--- config.mk ---
export PLATFORM = sky130hd
export DESIGN_NAME = acc_chk_top
export DESIGN_NICKNAME = d
export VERILOG_FILES = /design/src/rtl/acc_chk_pkg.sv /design/src/rtl/acc_align_chk.sv /design/src/rtl/acc_range_chk.sv /design/src/rtl/acc_prot_chk.sv /design/src/rtl/acc_chk_top.sv
export SDC_FILE = /design/constraint.sdc
export NUM_CORES = 1
export LEC_CHECK = 0
export ABC_AREA = 1
export BUFFER_PORTS_ARGS = -buffer_cell sky130_fd_sc_hd__buf_2
export CORE_MARGIN = 3
export CORE_UTILIZATION = 56
export CTS_CLUSTER_SIZE = 14
export DETAILED_ROUTE_END_ITERATION = 7
export GPL_ROUTABILITY_DRIVEN = 0
export PLACE_DENSITY = 0.9
export SYNTH_ARGS = -nofsm -noshare
export SYNTH_HDL_FRONTEND = slang
export SYNTH_SLANG_ARGS = --single-unit
export TNS_END_PERCENT = 10
--- constraint.sdc ---
create_clock -name clk -period 3.68 [get_ports clk]
set_input_delay 0.184 -clock clk [delete_from_list [all_inputs] [get_ports clk]]
set_output_delay 0.184 -clock clk [all_outputs]
set_load 0.02 [all_outputs]
--- src/rtl/acc_chk_pkg.sv ---
// Package: shared encodings for the access checker.
// Assumes size and cause codes stay fixed. Neighbouring logic decodes them.
package acc_chk_pkg;

    // Access size codes as seen on the request
    localparam logic [2:0] SZ_BYTE  = 3'd0;
    localparam logic [2:0] SZ_HALF  = 3'd1;
    localparam logic [2:0] SZ_WORD  = 3'd2;
    localparam logic [2:0] SZ_DWORD = 3'd3;
    localparam logic [2:0] SZ_FETCH = 3'd4;

    // Fault cause codes on the verdict
    typedef enum logic [1:0] {
        CZ_NONE  = 2'd0,
        CZ_ALIGN = 2'd1,
        CZ_RANGE = 2'd2,
        CZ_PROT  = 2'd3
    } fault_cause_e;

    // Number of bytes an access of the given size touches
    function automatic logic [3:0] span_bytes(input logic [2:0] sz);
        case (sz)
            SZ_BYTE:  span_bytes = 4'd1;
            SZ_HALF:  span_bytes = 4'd2;
            SZ_WORD:  span_bytes = 4'd4;
            SZ_DWORD: span_bytes = 4'd8;
            SZ_FETCH: span_bytes = 4'd4;
            default:  span_bytes = 4'd1;
        endcase
    endfunction

endpackage

--- src/rtl/acc_align_chk.sv ---
// Alignment check: flags an access whose address does not suit its size.
// Assumes only the two low address bits matter. Doublewords need word alignment only.
module acc_align_chk
    import acc_chk_pkg::*;
(
    input  logic [1:0] lsb_i,
    input  logic [2:0] size_i,
    output logic       bad_o
);

    // Decide misalignment from the size and the low address bits
    always_comb begin
        case (size_i)
            SZ_BYTE:                    bad_o = 1'b0;
            SZ_HALF:                    bad_o = lsb_i[0];
            SZ_WORD, SZ_DWORD, SZ_FETCH: bad_o = |lsb_i;
            default:                    bad_o = 1'b1;
        endcase
    end

    // Guard the alignment rules at the boundary of this module
    always_comb begin

        byte_any_chk: assert (!(size_i == SZ_BYTE && bad_o));

        dword_word_ok_chk: assert (!(size_i == SZ_DWORD && lsb_i == 2'b00 && bad_o));
    end

endmodule

--- src/rtl/acc_range_chk.sv ---
// Range check: flags an access whose last byte lies above the implemented top.
// Assumes memory is two or four storage units. The sum is kept one bit wider so it cannot wrap.
module acc_range_chk
    import acc_chk_pkg::*;
#(
    parameter int ADDR_W     = 20,
    parameter int UNIT_WORDS = 16384,
    parameter int WORD_BYTES = 4
) (
    input  logic [ADDR_W-1:0] addr_i,
    input  logic [2:0]        size_i,
    input  logic              large_i,
    output logic              bad_o
);

    localparam int UNIT_BYTES = UNIT_WORDS * WORD_BYTES;
    localparam logic [ADDR_W:0] TOP_SMALL = (ADDR_W+1)'(2 * UNIT_BYTES - 1);
    localparam logic [ADDR_W:0] TOP_LARGE = (ADDR_W+1)'(4 * UNIT_BYTES - 1);

    logic [ADDR_W:0] last_c;
    logic [ADDR_W:0] top_c;

    // Compute the last byte touched and compare it with the configured top
    always_comb begin
        top_c  = large_i ? TOP_LARGE : TOP_SMALL;
        last_c = {1'b0, addr_i} + (ADDR_W+1)'(span_bytes(size_i)) - (ADDR_W+1)'(1);
        bad_o  = last_c > top_c;
    end

    // Guard: a start address already past the top must be flagged
    always_comb begin

        start_past_top_chk: assert (!({1'b0, addr_i} > top_c) || bad_o);
    end

endmodule

--- src/rtl/acc_prot_chk.sv ---
// Protection check: flags unprivileged writes into the low protected region.
// Assumes the region starts at zero and grows in fixed modules. The count is clamped to 1..MAX_MODULES.
module acc_prot_chk
    import acc_chk_pkg::*;
#(
    parameter int ADDR_W       = 20,
    parameter int MODULE_WORDS = 512,
    parameter int WORD_BYTES   = 4,
    parameter int MAX_MODULES  = 32,
    parameter int CNT_W        = 6
) (
    input  logic [ADDR_W-1:0] addr_i,
    input  logic [2:0]        size_i,
    input  logic              wr_i,
    input  logic              priv_i,
    input  logic [CNT_W-1:0]  mods_i,
    output logic              viol_o
);

    localparam int MODULE_BYTES = MODULE_WORDS * WORD_BYTES;
    localparam logic [ADDR_W:0] LIMIT_MIN = (ADDR_W+1)'(MODULE_BYTES);
    localparam logic [ADDR_W:0] LIMIT_MAX = (ADDR_W+1)'(MAX_MODULES * MODULE_BYTES);

    logic [CNT_W-1:0] cnt_c;
    logic [ADDR_W:0]  limit_c;
    logic             store_c;

    // Clamp the module count into its legal range
    always_comb begin
        if (mods_i == '0)
            cnt_c = CNT_W'(1);
        else if (int'(mods_i) > MAX_MODULES)
            cnt_c = CNT_W'(MAX_MODULES);
        else
            cnt_c = mods_i;
    end

    // Form the byte limit and test for an unprivileged store below it
    always_comb begin
        limit_c = (ADDR_W+1)'(int'(cnt_c) * MODULE_BYTES);
        store_c = wr_i && (size_i != SZ_FETCH);
        viol_o  = store_c && !priv_i && ({1'b0, addr_i} < limit_c);
    end

    // Guard the protection rules at this module's boundary
    always_comb begin

        viol_only_user_store_chk: assert (!viol_o || (wr_i && !priv_i && size_i != SZ_FETCH));

        limit_in_bounds_chk: assert (limit_c >= LIMIT_MIN && limit_c <= LIMIT_MAX);
    end

endmodule

--- src/rtl/acc_chk_top.sv ---
// Top level: combines the alignment, range and protection checks into a registered verdict.
// Assumes one request per cycle at most. The verdict appears one cycle after the request.
// Cause priority: misaligned, then out of range, then protection.
module acc_chk_top
    import acc_chk_pkg::*;
#(
    parameter int ADDR_W       = 20,
    parameter int UNIT_WORDS   = 16384,
    parameter int MODULE_WORDS = 512,
    parameter int WORD_BYTES   = 4,
    parameter int MAX_MODULES  = 32,
    localparam int CNT_W       = $clog2(MAX_MODULES + 1)
) (
    input  logic              clk,
    input  logic              rst_n,
    input  logic              req_i,
    input  logic [ADDR_W-1:0] addr_i,
    input  logic [2:0]        size_i,
    input  logic              wr_i,
    input  logic              priv_i,
    input  logic [CNT_W-1:0]  prot_mods_i,
    input  logic              mem_large_i,
    output logic              vld_o,
    output logic              fault_o,
    output logic [1:0]        cause_o,
    output logic              bad_addr_o,
    output logic              pgm_irq_o
);

    logic         mis_c;
    logic         rng_c;
    logic         prot_c;
    fault_cause_e cause_c;

    acc_align_chk u_align (
        .lsb_i  (addr_i[1:0]),
        .size_i (size_i),
        .bad_o  (mis_c)
    );

    acc_range_chk #(
        .ADDR_W     (ADDR_W),
        .UNIT_WORDS (UNIT_WORDS),
        .WORD_BYTES (WORD_BYTES)
    ) u_range (
        .addr_i  (addr_i),
        .size_i  (size_i),
        .large_i (mem_large_i),
        .bad_o   (rng_c)
    );

    acc_prot_chk #(
        .ADDR_W       (ADDR_W),
        .MODULE_WORDS (MODULE_WORDS),
        .WORD_BYTES   (WORD_BYTES),
        .MAX_MODULES  (MAX_MODULES),
        .CNT_W        (CNT_W)
    ) u_prot (
        .addr_i (addr_i),
        .size_i (size_i),
        .wr_i   (wr_i),
        .priv_i (priv_i),
        .mods_i (prot_mods_i),
        .viol_o (prot_c)
    );

    // Pick the highest-priority fault cause
    always_comb begin
        if (mis_c)
            cause_c = CZ_ALIGN;
        else if (rng_c)
            cause_c = CZ_RANGE;
        else if (prot_c)
            cause_c = CZ_PROT;
        else
            cause_c = CZ_NONE;
    end

    // Register the verdict for one cycle after each request
    always_ff @(posedge clk) begin
        if (!rst_n) begin
            vld_o      <= 1'b0;
            fault_o    <= 1'b0;
            cause_o    <= 2'd0;
            bad_addr_o <= 1'b0;
            pgm_irq_o  <= 1'b0;
        end else begin
            vld_o      <= req_i;
            fault_o    <= req_i && (mis_c || rng_c || prot_c);
            cause_o    <= req_i ? cause_c : CZ_NONE;
            bad_addr_o <= req_i && !mis_c && (rng_c || prot_c);
            pgm_irq_o  <= req_i && (mis_c || rng_c || prot_c);
        end
    end


    idle_no_verdict_chk: assert property (@(posedge clk) disable iff (!rst_n)
        !req_i |=> (!vld_o && cause_o == 2'd0 && !pgm_irq_o));


    align_wins_chk: assert property (@(posedge clk) disable iff (!rst_n)
        (req_i && mis_c) |=> (vld_o && cause_o == 2'd1));


    irq_with_fault_chk: assert property (@(posedge clk) disable iff (!rst_n)
        pgm_irq_o |-> (vld_o && fault_o && cause_o != 2'd0));


    bad_addr_cause_chk: assert property (@(posedge clk) disable iff (!rst_n)
        bad_addr_o |-> (cause_o == 2'd2 || cause_o == 2'd3));


    range_over_prot_chk: assert property (@(posedge clk) disable iff (!rst_n)
        (req_i && !mis_c && rng_c) |=> (cause_o == 2'd2));

endmodule

Word-level counts from Yosys, hierarchy flattened
Index checks and enable logic that the tools add are counted.
{ "word_totals": {"inputBits": 35, "ff_bits": 5} }
{ "op_classes": {"add_sub_neg": 2, "order_cmp": 3, "muxes": 8, "n_eq_ne": 5, "reduce_logical": 18, "bitwise_logic": 2} }
{ "op_table": {"columns": ["op", "n"], "rows": [
  ["$add A20 B4 Y21", 1],
  ["$gt A21 B21 Y1", 1],
  ["$sub A21 B1 Y21 const B", 1],
  ["$lt A20 B17 Y1", 1],
  ["$mux W18", 1],
  ["$mux W6", 2],
  ["$pmux W4 S3", 1],
  ["$eq A3 B2 Y1 const B", 2],
  ["$gt A6 B6 Y1 const B", 1],
  ["$logic_and A1 B1 Y1", 6],
  ["$logic_not A6 Y1", 1],
  ["$reduce_or A3 Y1", 2],
  ["$mux W2", 2],
  ["$reduce_or A2 Y1", 2],
  ["$eq A3 B1 Y1 const B", 1],
  ["$eq A3 B3 Y1 const B", 1],
  ["$logic_not A3 Y1", 1],
  ["$logic_or A1 B1 Y1", 3],
  ["$ne A3 B3 Y1 const B", 1],
  ["$pmux W1 S3", 1],
  ["$logic_not A1 Y1", 2],
  ["$not A1 Y1", 2],
  ["$reduce_and A2 Y1", 1],
  ["$mux W1", 1]
]} }

Depth between registers and ports, before layout
Gate-level depths: netlist of the first run.
{ "depth": {"depth_word": 9, "depth_mapped": 31} }

Cells and area by module
A second synthesis of the first run with hierarchy kept.
{ "hier_totals": {"hier_cells": 360, "hier_area_um2": 1898.1} }
{ "by_module_without_submodules": {"columns": ["mod", "cells_each", "instances", "seq_area_each_um2", "area_each_um2"], "rows": [
  ["acc_range_chk", 282, 1, 0.0, 1442.6],
  ["acc_prot_chk", 43, 1, 0.0, 235.2],
  ["acc_chk_top", 22, 1, 100.1, 171.4],
  ["acc_align_chk", 13, 1, 0.0, 48.8]
]} }

Worst setup path after synthesis of the first run
OpenSTA, ideal clock, no wires.
{ "synth_path": {"kind": "input to register", "start": "input size_i[1]", "end": "register bad_addr_o", "t_required_ns": 3.568, "setup_slack_ns": 0.382, "path_stages": 31, "setup_time_ns": 0.112, "arrival_ns": 3.186, "path_cell_list": "nor2_1 > nand2_1 > inv_1 > nor2_1 > nand2_1 > ha_1 > inv_1 > ha_1 > fa_1 > nand2_1 > nand2_2 > nand3_2 > nand2_2 > nand3_2 > nand2_1 > a31oi_1 > xor2_1 > ha_1 > nand4_1 > nor2_1 > nand2_1 > nor2_2 > nand2_1 > nor2_1 > nand3_1 > nor2_2 > nand3_2 > nand2_2 > nand3_1 > nand3_1 > inv_1"} }
{ "synth_between": {"elab_chain_len": 8} }
{ "synth_lines": {"columns": ["element", "line_no", "source"], "rows": [
  ["start, declared", "acc_chk_top.sv:18", "input logic [2:0] size_i,"],
  ["$eq A3 B2 Y1 / $eq A3 B3 Y1 (equally long branches)", "acc_chk_pkg.sv:22, acc_align_chk.sv:13", null],
  ["$reduce_or A2 Y1 (no source line)", null, null],
  ["$pmux W4 S3", "acc_chk_pkg.sv:22", "case (sz)"],
  ["$add A20 B4 Y21", "acc_range_chk.sv:26", "last_c = {1'b0, addr_i} + (ADDR_W+1)'(span_bytes(size_i)) - (ADDR_W+1)'(1);"],
  ["$sub A21 B1 Y21", "acc_range_chk.sv:26", null],
  ["$gt A21 B21 Y1", "acc_range_chk.sv:27", "bad_o = last_c > top_c;"],
  ["$logic_or A1 B1 Y1", "acc_chk_top.sv:91", "bad_addr_o <= req_i && !mis_c && (rng_c || prot_c);"],
  ["$logic_and A1 B1 Y1 *", "acc_chk_top.sv:91", null],
  ["end signal, assigned", "acc_chk_top.sv:91", null],
  ["end, declared", "acc_chk_top.sv:26", "output logic bad_addr_o,"]
]} }
Every way passes the cells marked *; elsewhere a longest branch is shown, timed or not.
A chain may end at the register's enable or synchronous reset.

Final worst setup path of the first run
{ "layout_path": {"start": "input size_i[1]", "end": "register cause_o[1]"} }
{ "layout_between": {"elab_chain_len": 7} }
{ "layout_lines": {"columns": ["element", "line_no", "source"], "rows": [
  ["$eq A3 B2 Y1 / $eq A3 B3 Y1 (equally long branches)", "acc_chk_pkg.sv:22, acc_align_chk.sv:13", null],
  ["$reduce_or A2 Y1 (no source line)", null, null],
  ["$pmux W4 S3", "acc_chk_pkg.sv:22", null],
  ["$add A20 B4 Y21", "acc_range_chk.sv:26", null],
  ["$sub A21 B1 Y21", "acc_range_chk.sv:26", null],
  ["$gt A21 B21 Y1", "acc_range_chk.sv:27", null],
  ["$mux W2", "acc_chk_top.sv:71", "else if (rng_c)"],
  ["end signal, assigned", "acc_chk_top.sv:90", "cause_o <= req_i ? cause_c : CZ_NONE;"],
  ["end, declared", "acc_chk_top.sv:25", "output logic [1:0] cause_o,"]
]} }
Several ways; a longest one is shown, not always the timed one.

==> results.tsv, run 1 <==
metric	value	unit
first-pass GRT wire length	7070	microns
vias in the first global route	1852	
final slew viol count	0	
CP max-delay cell	fa_2	
pin count of the biggest net entering global routing	7	
final wirelength	4180	microns
CP delay by family, top	simple AND/OR/NAND/NOR gates	
Initial Utilization	0.591	
number of flops mapped to enable cells by yosys	0	
Core ar.	3080	sq um
async set or reset register ratio after synthesis	0	
power share of the combinational group	0.714	
slew margin rel.	0.759	
residual DRC count	0	
Net Switching	0.000220	W
clk buf depth	2	
Worst Setup End Kind	flop	
syn_nets	383	
hold path cells	3	
most frequent cells in the layout	nand2_1 (80), inv_1 (70), buf_2 (40)	
GR Util All Layers	0.210	
Crit path top cell by count	nand2_1	
via count	2035	
Setup violations, final	0	
WS Path Type	in2reg	
clock-pin slew on the worst setup and hold paths	0.04	ns
Total Power	0.000438	W
die area	3970	sq um
Layout area overhead	16.4	%
# IOs	41	
crit-path max FO	4	
post-CTS sizing	0	
Final Critical Period	3.39	ns
Synth cell types	32	
CTS tree	built	
Critical Path Source Type	input pin	
internal power	0.000218	W
Setup Buffers After CTS	0	
Hold WC Path Type	in2reg	
sw frac	0.503	
CP max stage delay	0.35	ns
cell area after placement	2070	sq um
Root Buffer	clkbuf_4	
Final period util	0.922	
final net count	427	
Die Ht	63.0	microns
actual slew at the worst max-slew pin	0.358	ns
DR pass1 iterations	4	
vias per inst	5.05	
grt ovf	0	
TritonCTS buffer count	3	
syn_area_per_cell	5.76	sq um
Synth Register Bits	5	
sequential share of power	0.133	
port bufs	40	
Max Freq	295	MHz
VDD IR max	101	uV
Worst Setup SP	size_i[1]	
Routed Antenna Nets	0	
PwrDens	207	nW/um^2
final hold violation count	0	
layout cells sized above 1	0.228	
first-iteration detailed-routing DRC count	71	
row cnt	20	
Die W	63.0	microns
post-synthesis sequential area ratio	0.0550	
Ant. Diodes	0	
ys flop type	dfxtp_1	
CTS H-tree lvls	1	
Req. time, crit path	3.83	ns
Post-Syn Area	1820	sq um
critical hold path startpoint	req_i	
Ys Warns	0	
Leakage	1.31	nW
detailed placer's ending HPWL	3520	microns
WP data arrival	3.54	ns
commonest non-fill, non-tap cell in the layout	nand2_1	
max_cap viols	0	
Clock Power Share	0.153	
Crit path buffers/inverters	4	
drt wl/cell	10.4	microns
clk sink count	5	
post-route cell area	2120	sq um
status	finished, final reports clean	
initial antenna violation count	0	
Hold Path End	cause_o[0]	
hold buffers post-CTS	0	
Mapped Cells	316	
## cell usage after synthesis (all sizes together) (2+ instances only)
| cell type | n | area (sq um) |
|---|---|---|
| a21o | 2 | 15.0 |
| a21oi | 22 | 136 |
| a31oi | 2 | 12.5 |
| dfxtp | 5 | 100 |
| ha | 31 | 388 |
| inv | 74 | 278 |
| nand2 | 89 | 354 |
| nand3 | 35 | 215 |
| nand4 | 3 | 18.8 |
| nor2 | 29 | 126 |
| nor3 | 3 | 15.0 |
| o21ai | 8 | 40.0 |
| or2 | 2 | 15.0 |
| xor2 | 2 | 25.0 |
## kinds of logic after synthesis
group,count (synthesis),share of synthesized area
DFF,5,0.0550
xor gates and xnor gates,3,0.0186
AOI/OAI and AO/OA,38,0.129
adders and majority gates,32,0.224
buffers and inverters,75,0.157
and+or+nand+nor,163,0.417
## stage by stage
step / std cells / util / setup WS, ns / hold WS (ns) / TNS (ns)
global placement: 399 / 0.672 / 0.129 / 0.449 / 0
detailed placement: 399 / 0.672 / -0.0863 / 0.446 / -0.278
global route: 403 / 0.689 / -0.0170 / 0.220 / -0.0353
floorplan: 316 / - / 0.382 / 0.323 / 0
finish: 403 / 0.689 / 0.286 / 0.188 / 0
CTS: 403 / 0.680 / 0.172 / 0.180 / 0
## tightest hold or removal path, cell delays in order
cell and delay (ns):
buf_2 0.10, nand2_1 0.07, a21oi_1 0.04
## worst max path at each step
stage	to	slack, ns	cells past startpoint
floorplan	bad_addr_o	0.38	31
global placement	bad_addr_o	0.13	32
detailed placement	bad_addr_o	-0.09	32
CTS	bad_addr_o	0.17	32
global route	cause_o[1]	-0.02	32
finish	cause_o[1]	0.29	32
## area by class of cell
type                       instances  area [sq um]
multi-input combinational        236          1460
fill                             292           958
inverter                          74           278
timing repair buffer              40           200
sequential                         5           100
tap                               44          55.1
clock buffer                       4          26.3
## registers in the layout (all words and copies together), names as in the netlist
register and flops:
pgm_irq_o 1, bad_addr_o 1, cause_o 2, vld_o 1
## power by group through the flow
stage | clock (W) | sequential (W) | combinational, W
6_report | 0.0000669 | 0.0000584 | 0.000313
3_3_place_gp | 0 | 0.0000592 | 0.000293
5_1_grt | 0.0000753 | 0.0000588 | 0.000355
2_1_floorplan | 0 | 0.0000635 | 0.000226
3_5_place_dp | 0 | 0.0000593 | 0.000300
4_1_cts | 0.0000687 | 0.0000584 | 0.000302
## metal layers
metal,vias up,wire length (microns),global-route usage
li1,1086,-,-
met1,891,1820,0.236
met2,50,2150,0.404
met3,8,146,0.0234
met4,0,72,0.0634
met5,-,0,0
No activity file was read; power rests on OpenSTA's default activity.
==> run 2, diff against run 1 <==
--- a/config.mk
+++ b/config.mk
@@ -12,6 +12,7 @@
 export CTS_CLUSTER_SIZE = 14
 export DETAILED_ROUTE_END_ITERATION = 7
 export GPL_ROUTABILITY_DRIVEN = 0
+export GPL_TIMING_DRIVEN = 0
 export PLACE_DENSITY = 0.9
 export SYNTH_ARGS = -nofsm -noshare
 export SYNTH_HDL_FRONTEND = slang
==> run 2 against run 1 <==
Compared with the run above: power rose by 4.2%; fmax fell by 1.1%; routed wire length rose by 6.5%; critical path depth did not move; critical path type unchanged; die area did not move; via count rose by 4.3%; global-route usage fell by 0.27 points; first-iteration DRC count rose by 8.5%; clock-buffer cell count did not move; utilization rose by 3.1 points; largest cell class unchanged.
==> results.tsv, run 2 (synthesis gave the netlist of run 1 again) <==
metric	value	unit
Biggest register	cause_o	
clk buf depth	2	
Crit path buffers/inverters	4	
clk sink count	5	
WP data arrival	3.58	ns
TritonCTS buffer count	3	
first-iteration detailed-routing DRC count	77	
Die Ht	63.0	microns
final hold violation count	0	
Final period util	0.932	
Routed Antenna Nets	0	
initial antenna violation count	0	
Root Buffer	clkbuf_4	
slew margin rel.	0.740	
detailed placer's ending HPWL	3490	microns
Layout area overhead	21.6	%
most frequent cells in the layout	nand2_1 (78), inv_1 (68), buf_2 (40)	
GR Util All Layers	0.207	
max_cap viols	0	
final net count	431	
Worst Setup End Kind	flop	
Die W	63.0	microns
CTS tree	built	
WS Path Type	in2reg	
CP max stage delay	0.38	ns
filler instances	272	
clock-pin slew on the worst setup and hold paths	0.05	ns
VDD IR max	101	uV
final slew viol count	0	
Critical Path Source Type	input pin	
via count	2122	
DR pass1 iterations	4	
Req. time, crit path	3.83	ns
critical hold path startpoint	req_i	
pin count of the biggest net entering global routing	7	
met1 wire length	1870	microns
CP delay by family, top	simple AND/OR/NAND/NOR gates	
layout cells sized above 1	0.259	
Hold WC Path Type	in2reg	
drt wl/cell	10.9	microns
die area	3970	sq um
Setup violations, final	0	
status	finished, final reports clean	
Initial Utilization	0.591	
Leakage	1.34	nW
residual DRC count	0	
vias per inst	5.21	
Ant. Diodes	0	
PwrDens	206	nW/um^2
WL met2	2300	microns
actual slew at the worst max-slew pin	0.387	ns
Max Freq	291	MHz
hold buffers post-CTS	0	
DR top layer	met4	
Final TNS setup	0	ns
final wirelength	4460	microns
max reg flops	2	
Core ar.	3080	sq um
row cnt	20	
CP max-delay cell	fa_2	
grt ovf	0	
port bufs	40	
CTS H-tree lvls	1	
Total Power	0.000457	W
DR WL met3	177	microns
Hold Path End	cause_o[0]	
hold path cells	3	
vias in the first global route	1889	
crit-path max FO	4	
commonest non-fill, non-tap cell in the layout	nand2_1	
first-pass GRT wire length	7050	microns
Crit path top cell by count	nand2_1	
Final Critical Period	3.43	ns
# IOs	41	
## run 2: changes by cell type in the layout (fill, tap and decap cells not counted), sizes merged
cell / change
buf: +4
## run 2: how the worst max path moves through the flow
stage / startpoint / endpoint / slack [ns] / depth (start not counted)
after CTS: size_i[0] / bad_addr_o / 0.05 / 32
after global routing: size_i[0] / pgm_irq_o / -0.08 / 32
after detailed placement: size_i[0] / bad_addr_o / -0.13 / 32
after global placement: size_i[0] / bad_addr_o / -0.09 / 32
final: size_i[0] / pgm_irq_o / 0.25 / 32
after floorplan: size_i[1] / bad_addr_o / 0.38 / 31
## run 2: area by class of cell
| class | count | area, sq um | share of cell area |
|---|---|---|---|
| inverters | 74 | 278 | 0.125 |
| plain buffers | 1 | 7.51 | 0.00339 |
| multi-input cells | 236 | 1530 | 0.689 |
| repair buffers | 43 | 223 | 0.101 |
| clock buffers | 4 | 26.3 | 0.0119 |
| flip-flops and latches | 5 | 100 | 0.0452 |
| well taps | 44 | 55.1 | 0.0249 |
## run 2: timing repair
item	CTS	global route
buffers inserted	0	3
setup endpoints to repair	0	4
resized for setup	0	21
## run 2: power by group
part	internal (W)	switching, W
registers	0.0000575	0.000000840
clock network	0.0000411	0.0000245
logic	0.000129	0.000204
## run 2: per-stage QoR
step           cell area (sq um)  std cells  setup WS (ns)  utilization  hold slack, ns
5_1_grt                     2210        407        -0.0818        0.720           0.205
3_3_place_gp                2080        400        -0.0855        0.674           0.438
6_report                    2210        407          0.249        0.720           0.199
2_1_floorplan               1820        316          0.382            -           0.323
3_5_place_dp                2080        400         -0.134        0.674           0.442
4_1_cts                     2100        404         0.0543        0.683           0.201
## run 2: metal layers
layer / track usage / vias up
met2: 0.410 / 58
met3: 0.0342 / 14
met5: 0 / -
li1: - / 1097
met1: 0.226 / 953
met4: 0.0413 / 0
==> run 3, diff against run 2 <==
--- a/config.mk
+++ b/config.mk
@@ -12,8 +12,7 @@
 export CTS_CLUSTER_SIZE = 14
 export DETAILED_ROUTE_END_ITERATION = 7
 export GPL_ROUTABILITY_DRIVEN = 0
-export GPL_TIMING_DRIVEN = 0
-export PLACE_DENSITY = 0.9
+export PLACE_DENSITY = 0.8
 export SYNTH_ARGS = -nofsm -noshare
 export SYNTH_HDL_FRONTEND = slang
 export SYNTH_SLANG_ARGS = --single-unit
==> run 3 against run 2 <==
Compared with the run above: sequential power is essentially flat; utilization shrank 1.8 points; global-route usage grew 0.64 points; design area shrank 2.5%; critical path type unchanged; critical endpoint is now bad_addr_o.
==> results.tsv, run 3 (synthesis gave the netlist of run 1 again) <==
metric	value	unit
status	finished, final reports clean	
final slew viol count	0	
WS Path Type	in2reg	
vias per inst	4.99	
# IOs	41	
Worst Slack Setup Final	0.405	ns
layout cells sized above 1	0.250	
final wirelength	4030	microns
hold buffers post-CTS	0	
final net count	428	
Initial Utilization	0.591	
slew margin rel.	0.738	
residual DRC count	0	
VDD IR max	168	uV
GR Util All Layers	0.214	
max_cap viols	0	
max reg flops	2	
Multi-input gate area	1490	sq um
via count	2017	
drt wl/cell	9.96	microns
post-place setup slack	-0.0271	ns
vias in the first global route	1867	
die area	3970	sq um
commonest non-fill, non-tap cell in the layout	nand2_1	
first-iteration detailed-routing DRC count	63	
DR pass1 iterations	4	
first-pass GRT wire length	7230	microns
detailed placer's ending HPWL	3410	microns
Setup violations, final	0	
port bufs	40	
Core ar.	3080	sq um
clk sink count	5	
post-placement cell count	399	
Die Ht	63.0	microns
Reg area	100	sq um
final hold violation count	0	
PwrDens	204	nW/um^2
Layout area overhead	18.6	%
CP max stage delay	0.36	ns
Non-Filler Instances	404	
actual slew at the worst max-slew pin	0.390	ns
Final period util	0.890	
pin count of the biggest net entering global routing	7	
Max Freq	305	MHz
CP max-delay cell	fa_2	
clk buf depth	2	
row cnt	20	
grt ovf	0	
crit-path max FO	4	
final core occ	0.702	
Routed Antenna Nets	0	
Critical Path Source Type	input pin	
WP data arrival	3.43	ns
Req. time, crit path	3.83	ns
initial antenna violation count	0	
Biggest register	cause_o	
Final Critical Period	3.27	ns
CTS tree	built	
Worst Setup End Kind	flop	
Die W	63.0	microns
Hold WC Path Type	in2reg	
clock-pin slew on the worst setup and hold paths	0.04	ns
most frequent cells in the layout	nand2_1 (79), inv_1 (68), buf_2 (40)	
CTS H-tree lvls	1	
filler instances	304	
TritonCTS buffer count	3	
Ant. Diodes	0	
Leakage	1.31	nW
Root Buffer	clkbuf_4	
==> run 3: final timing paths <==
kind	start	to	slack, ns	depth (start not counted)
worst max-delay path	size_i[1]	bad_addr_o	0.41	32
worst min-delay path	req_i	cause_o[0]	0.17	3
==> run 3: final cells by class <==
type | count | area share
timing repair buffer | 41 | 0.0962
clock buffer | 4 | 0.0122
sequential | 5 | 0.0463
multi-input combinational | 236 | 0.691
tap | 44 | 0.0255
inverter | 74 | 0.129
==> run 3: stage by stage <==
stage / power, W / setup TNS, ns / instance area [sq um] / hold WS, ns
after floorplan: 0.000289 / 0 / 1820 / 0.323
after global placement: 0.000355 / 0 / 2070 / 0.436
after detailed placement: 0.000359 / -0.0638 / 2070 / 0.438
after CTS: 0.000428 / 0 / 2090 / 0.169
after global routing: 0.000497 / -0.0143 / 2160 / 0.197
final: 0.000441 / 0 / 2160 / 0.174
==> run 3: routing by layer <==
metal / global-route usage / up-vias / routed length, microns
met5: 0 / - / 0
met4: 0.0496 / 0 / 44
met3: 0.0288 / 7 / 130
met2: 0.383 / 41 / 1990
met1: 0.267 / 885 / 1860
li1: - / 1084 / -
==> run 3: worst max-delay path, delay by kind of cell <==
family                   cells  cell delay (ns)
adder cells (fa/ha/maj)      4             0.96
AND/OR/NAND/NOR             22             1.78
buffers and inverters        4             0.26
XOR/XNOR                     1             0.09
AO/OA/AOI/OAI                1             0.16
==> run 3: power breakdown <==
group | internal [W] | switching, W
registers | 0.0000575 | 0.000000788
clock network | 0.0000412 | 0.0000264
logic | 0.000122 | 0.000193
total | 0.000221 | 0.000220
==> run 3: repair_timing <==
item | 4_1_cts | 5_1_grt
setup buffers | 0 | 1
resized for setup | 0 | 16
endpoints found under the setup margin | 0 | 4
